File: src/rtl/sertx_lcr.sv
module sertx_lcr #(
  parameter int TPB = 16
) (
  input  logic       clk,
  input  logic       rst_n,
  input  logic       tick,
  input  logic       ctl_we,
  input  logic [7:0] ctl_wdata,
  output logic [7:0] ctl_q,
  input  logic       in_valid,
  input  logic [7:0] in_data,
  output logic       in_ready,
  output logic       txd,
  output logic       busy
);
  localparam int CW = $clog2(2*TPB + 1);
  localparam logic [CW-1:0] T_ONE  = CW'(TPB);
  localparam logic [CW-1:0] T_HALF = CW'(TPB + TPB/2);
  localparam logic [CW-1:0] T_TWO  = CW'(2*TPB);

  typedef enum logic [2:0] {S_IDLE, S_START, S_DATA, S_PAR, S_STOP} st_t;

  st_t           st;
  logic [7:0]    ctl_r;
  logic [CW-1:0] sub, stop_len, dur;
  logic [2:0]    idx, last_idx;
  logic [7:0]    shreg;
  logic          par_on, par_bit, last, accept, raw;
  logic [7:0]    mask;
  logic          xr, pcalc;

  assign ctl_q    = ctl_r;
  assign busy     = (st != S_IDLE);
  assign in_ready = !busy && !ctl_r[6];
  assign accept   = in_valid && in_ready;
  assign dur      = (st == S_STOP) ? stop_len : T_ONE;
  assign last     = tick && (sub == dur - 1'b1);

  assign mask  = 8'hFF >> (2'd3 - ctl_r[1:0]);
  assign xr    = ^(in_data & mask);
  assign pcalc = ctl_r[5] ? ~ctl_r[4] : (ctl_r[4] ? xr : ~xr);

  always_comb begin
    case (st)
      S_START: raw = 1'b0;
      S_DATA:  raw = shreg[idx];
      S_PAR:   raw = par_bit;
      default: raw = 1'b1;
    endcase
  end
  assign txd = raw && !ctl_r[6];

  always_ff @(posedge clk or negedge rst_n) begin
    if (!rst_n) ctl_r <= '0;
    else if (ctl_we) ctl_r <= ctl_wdata;
  end

  always_ff @(posedge clk or negedge rst_n) begin
    if (!rst_n) begin
      st       <= S_IDLE;
      sub      <= '0;
      idx      <= '0;
      shreg    <= '0;
      last_idx <= '0;
      par_on   <= 1'b0;
      par_bit  <= 1'b0;
      stop_len <= T_ONE;
    end else if (st == S_IDLE) begin
      if (accept) begin
        st       <= S_START;
        sub      <= '0;
        idx      <= '0;
        shreg    <= in_data;
        last_idx <= {1'b1, ctl_r[1:0]};
        par_on   <= ctl_r[3];
        par_bit  <= pcalc;
        stop_len <= !ctl_r[2] ? T_ONE : (ctl_r[1:0] == 2'd0 ? T_HALF : T_TWO);
      end
    end else if (tick) begin
      if (!last) sub <= sub + 1'b1;
      else begin
        sub <= '0;
        case (st)
          S_START: st <= S_DATA;
          S_DATA:
            if (idx == last_idx) st <= par_on ? S_PAR : S_STOP;
            else idx <= idx + 1'b1;
          S_PAR:   st <= S_STOP;
          default: st <= S_IDLE;
        endcase
      end
    end
  end

  p_sub_bound_r2: assert property (@(posedge clk) disable iff (!rst_n)
    busy |-> (sub < dur));
  p_notick_r2: assert property (@(posedge clk) disable iff (!rst_n)
    (busy && !tick) |=> ($stable(sub) && $stable(st) && $stable(idx)));
  p_stop_high_r4: assert property (@(posedge clk) disable iff (!rst_n)
    (st == S_STOP && !ctl_r[6]) |-> txd);
  p_no_start_brk_r7: assert property (@(posedge clk) disable iff (!rst_n)
    (!busy && ctl_r[6]) |=> !busy);
  p_hold_fmt_r9: assert property (@(posedge clk) disable iff (!rst_n)
    (busy && $past(busy)) |-> ($stable(stop_len) && $stable(par_on) && $stable(last_idx)));
  p_idle_high_r10: assert property (@(posedge clk) disable iff (!rst_n)
    (!busy && !ctl_r[6]) |-> (txd && in_ready));
endmodule

File: config.mk
export PLATFORM = sky130hd
export DESIGN_NAME = sertx_lcr
export DESIGN_NICKNAME = d
export VERILOG_FILES = /design/src/rtl/sertx_lcr.sv
export SDC_FILE = /design/constraint.sdc
export NUM_CORES = 1
export LEC_CHECK = 0
export BUFFER_PORTS_ARGS = -buffer_cell sky130_fd_sc_hd__buf_4
export CAP_MARGIN = 20
export CORE_ASPECT_RATIO = 1.75
export CORE_MARGIN = 4
export CORE_UTILIZATION = 25
export CTS_CLUSTER_DIAMETER = 40
export DETAILED_ROUTE_END_ITERATION = 8
export PLACE_DENSITY = 0.51
export REMOVE_ABC_BUFFERS = 1
export SLEW_MARGIN = 30
export SYNTH_ARGS = -nofsm -noshare
export SYNTH_HDL_FRONTEND = slang
export SYNTH_SLANG_ARGS = --single-unit
File: constraint.sdc
create_clock -name clk -period 4.7 [get_ports clk]
set_input_delay 0 -clock clk [delete_from_list [all_inputs] [get_ports clk]]
set_output_delay 0 -clock clk [all_outputs]
set_load 0.01 [all_outputs]
# Word-level counts from Yosys, hierarchy flattened
# Cells that the tools add are included.
# Widths: inputs -> output; s select.
dict set report word_totals {
  inputBits 21
  word_cells 69
  output_inout_bits 11
  register_bits 39
}
dict set report classes {
  n_reduce_logical 17
  n_eq_ne 9
  n_lt_le_gt_ge 1
  add_sub_neg 4
  n_bitwise 3
  n_shift 1
  n_mux 25
}
# op count
set op_table {}
lappend op_table {{$mux 6} 7}
lappend op_table {{$mux 3} 12}
lappend op_table {{$pmux 3 s3} 1}
lappend op_table {{$and 8x8->8} 1}
lappend op_table {{$reduce_xor 8->1} 1}
lappend op_table {{$shr 8x2->8 const A} 1}
lappend op_table {{$add 6x1->6 const B} 1}
lappend op_table {{$eq 3x2->1 const B} 2}
lappend op_table {{$eq 6x6->1} 1}
lappend op_table {{$reduce_bool 2->1} 3}
lappend op_table {{$sub 6x1->6 const B} 1}
lappend op_table {{$reduce_and 5->1} 1}
lappend op_table {{$logic_and 1x1->1} 4}
lappend op_table {{$lt 3x4->1 const B} 1}
lappend op_table {{$ne 2x2->1 const B} 2}
lappend op_table {{$reduce_and 2->1} 2}
lappend op_table {{$reduce_and 4->1} 1}
lappend op_table {{$add 3x1->3 const B} 1}
lappend op_table {{$bmux 1 s3} 1}
lappend op_table {{$eq 3x1->1 const B} 1}
lappend op_table {{$eq 3x3->1} 1}
lappend op_table {{$eq 3x3->1 const B} 1}
lappend op_table {{$logic_not 3->1} 1}
lappend op_table {{$mux 1} 3}
lappend op_table {{7 further kinds} 9}

# Depth between registers and ports, before layout
dict set report depth {
  depth_word 8
  depth_mapped 10
  depth_no_buf 9
}

# Worst setup path after synthesis
# OpenSTA, ideal clock, no wires.
dict set report synth_timing {
  path_kind {register -> register}
  startpoint {register st[0]}
  endpoint {register st[0]}
  t_arrival_ps 2006
  t_required_ps 4575
  path_buffers 0
  slack_ps 2569
  path_stages_with_launch 9
  setup_time_ps 125
  synth_period_minus_slack_ps 2131
  path_cell_list {dfrtp_1 and4bb_2 inv_1 ha_1 xor2_1 and3_1 nand4_2 o21ai_4 mux2_4}
}
dict set report synth_via {
  elab_chain_cells 7
  elab_cells_between_ends 22
  cone_classes {add/sub: 1; eq/ne: 7; mux: 5; reduce/logical: 9}
}
# element line_no
set synth_rtl {}
lappend synth_rtl {{start, declared} 23} ;# st_t st;
lappend synth_rtl {{start signal, assigned} 86} ;# if (idx == last_idx) st <= par_on ? S_PAR : S_STOP;
lappend synth_rtl {{$eq 3x3->1} 36} ;# assign dur = (st == S_STOP) ? stop_len : T_ONE;
lappend synth_rtl {{$mux 6} 36}
lappend synth_rtl {{$sub 6x1->6} 37} ;# assign last = tick && (sub == dur - 1'b1);
lappend synth_rtl {{$eq 6x6->1} 37}
lappend synth_rtl {{$logic_and 1x1->1} 37}
lappend synth_rtl {{$reduce_bool 2->1 (no line)} -}
lappend synth_rtl {{$reduce_and 4->1 (no line)} -}
# Parallel ways exist; a longest one is shown, timed or not. The select of a mux whose other input is x is not followed.
# A chain may end at the register's enable or synchronous reset.

# Worst setup path after layout
dict set report layout_timing {
  startpoint {register st[0]}
  endpoint {register st[2]}
}
# Same word-level chain as after synthesis.

==> run summary <==
vias per cell - 4.54
VDD IR max - 198 uV
DR pass1 iterations - 4
part of the Yosys area used for sequential elements - 47.5%
DIE AREA - 9100 um^2
leading area contributor after synthesis - dfrtp_1
ANT cells - 0
final critical-path required period - 2470 ps
Worst Clk Skew - 5.92 ps
Initial Utilization - 26.1%
Power Total - 1.10 mW
Slew @ Worst Pin - 773 ps
Resize count post-CTS - 0
ys flop type - dfrtp_1
max-cap violations - 0
Initial DRC Count - 30
cells after synthesis - 183
Placed Area - 2200 um^2
Yosys top cell area share - 46.1%
Final Wtd Congestion - 0.795
synthesis-stage register bit count - 36
Mapped Area - 1900 um^2
Warnings, synthesis - 0
Sequential Area - 902 um^2
CTS tree - built
clock-pin slew on the worst setup and hold paths - 50 ps
Final Hold Fails - 0
Clock Latency Late Sink - 280 ps
# setup viols final - 0
Num CTS Buffers - 5
met1 wire length - 1640 um
Worst Setup End Kind - flip-flop
FILL cells - 755
Max Freq - 404 MHz
Routed met3 length - 149 um
type of the most critical hold path - input pin to flip-flop
CP max FO - 12
Final #Nets - 256
met2 routed wirelength - 2530 um
area of the multi-input gates - 948 um^2
Final Cell Area - 2520 um^2
startpoint type of the worst setup path - flip-flop
port bufs - 31
Avg Cell Area, Syn - 10.4 um^2
DRC Markers - 0
largest net degree at the start of global routing - 37
IO Count - 32
RSZ-0062 raised after global routing - false
status - finished clean
CTS root buf - clkbuf_16
TNS Setup - 0 ps
Post-synth top cells - nand2_1 (46), dfrtp_1 (35), nor2_1 (12)
die height - 123 um
hold slack final - 42.8 ps
first-pass GRT wire length - 7520 um
synth top area cells - dfrtp_1 (46%), nand2_1 (9.1%), mux2_2 (4.7%), xnor2_1 (4.2%), mux4_1 (2.8%)
Arr. time, crit path - 2630 ps
static leakage - 1.17 nW
total wire length - 4430 um
core box area - 7280 um^2
CTS sink count - 36
Detailed Place HPWL - 3220 um
Area Growth Syn to Fin - 32.6%
vias - 1448
DR WL/cell - 13.9 um
remaining antenna violation count - 0
DR top layer - met4
share of flip-flops with an asynchronous set or reset - 100%
width of the die - 73.9 um
post-synth cell types - 47
vias in the first global route - 1607
Overflow after GRT - 0
gr usage total - 10.9%
H-tree Lvls - 2
worst r2r path cells - 8
Critical Path RT - 4860 ps
most common cell in the netlist - nand2_1
initial antenna violation count - 0
Power Dens Cells - 436 nW/um^2
number of flops mapped to enable cells by yosys - 0
Hold Crit Depth - 2
max_slew headroom - 48.4%
clock buffer depth - 2
Final Cycle Share - 52.7%
fin. max-slew vios - 0
WS Path Type - flip-flop to flip-flop
FP Rows - 41
share of cells above drive strength 1 - 24.0%
[path summary, 6_finish.rpt]
path / startpoint / endpoint / slack [ps]
setup / recovery: st[0] / st[2] / 2230
hold / removal: tick / sub[1] / 40
setup reg to reg: st[0] / st[2] / 2230
hold reg to reg: shreg[7] / shreg[7] / 470
max in group asynchronous: rst_n / stop_len[4] / 4120
min in group asynchronous: rst_n / shreg[2] / 210
[flip-flops by register name (all words and copies together) (netlist names)]
register and flops:
ctl_q 8, idx 3, last_idx 3, par_bit 1, par_on 1, shreg 8, st 3, stop_len 3
sub 6
[cells in the final DEF, fill, tap and decap left out, types with 2 or more instances in the layout]
cell type,instances
clkbuf_16,5
dlygate4sd3_1,17
o21ai_0,6
nor3_1,5
nand3_1,4
mux2_2,8
nand2_1,46
dfrtp_1,35
nor2b_1,2
inv_1,3
mux2_4,2
xnor2_1,9
xor2_1,6
mux4_1,2
mux2i_1,2
nor4_1,2
nand3b_1,2
nor2_1,12
a21oi_1,2
ha_1,3
o21a_1,2
buf_4,31
[through the flow]
stage	util [%]	instances	worst slack [ps]
2_1_floorplan	-	177	2420
3_3_place_gp	30.2	294	2260
3_5_place_dp	30.2	294	2230
4_1_cts	34.6	319	2220
5_1_grt	34.6	319	2050
6_report	34.6	319	2230
[cell type report]
cell class / instances / share of cell area, %
multi-input cells: 138 / 37.7
flip-flops and latches: 36 / 35.8
repair buffers: 48 / 16.0
clock buffers: 6 / 5.12
well taps: 86 / 4.27
clock inverters: 2 / 0.646
inverters: 3 / 0.447
[worst max-delay path: stages, from the launching register on]
cell      delay, ps
dfrtp_1         510
and4bb_2        380
inv_1            50
ha_1            290
xor2_1          120
and3_1          200
nand4_2         200
o21ai_4         280
mux2_4          330
[power by group]
part | switching [mW] | internal, mW | total (mW)
Combinational | 0.147 | 0.147 | 0.294
Clock | 0.127 | 0.197 | 0.324
Sequential | 0.0772 | 0.401 | 0.478
[logic make-up (layout without fill, tap and decap cells)]
logic type      after synthesis  count (layout)  share of synthesized area, %
fa+ha+maj                     3               3                          1.98
mux                          14              14                          10.2
buf+inv                       9              59                          2.51
simple gates                 86              86                          22.4
compound gates               19              19                          7.32
flops                        36              36                          47.5
xor+xnor                     16              16                          8.11
[timing repair]
action                                 CTS  global route
buffers inserted                         0             0
endpoints found under the hold margin   51             0
hold buffers                            17             0
[per-layer routing]
layer  up-vias  track usage, %
met1       691            11.1
met2        27            20.4
li1        722               -
met3         8            1.95
met5         -               0
met4         0            5.33
Note: power is estimated with default switching activity, not from simulation.
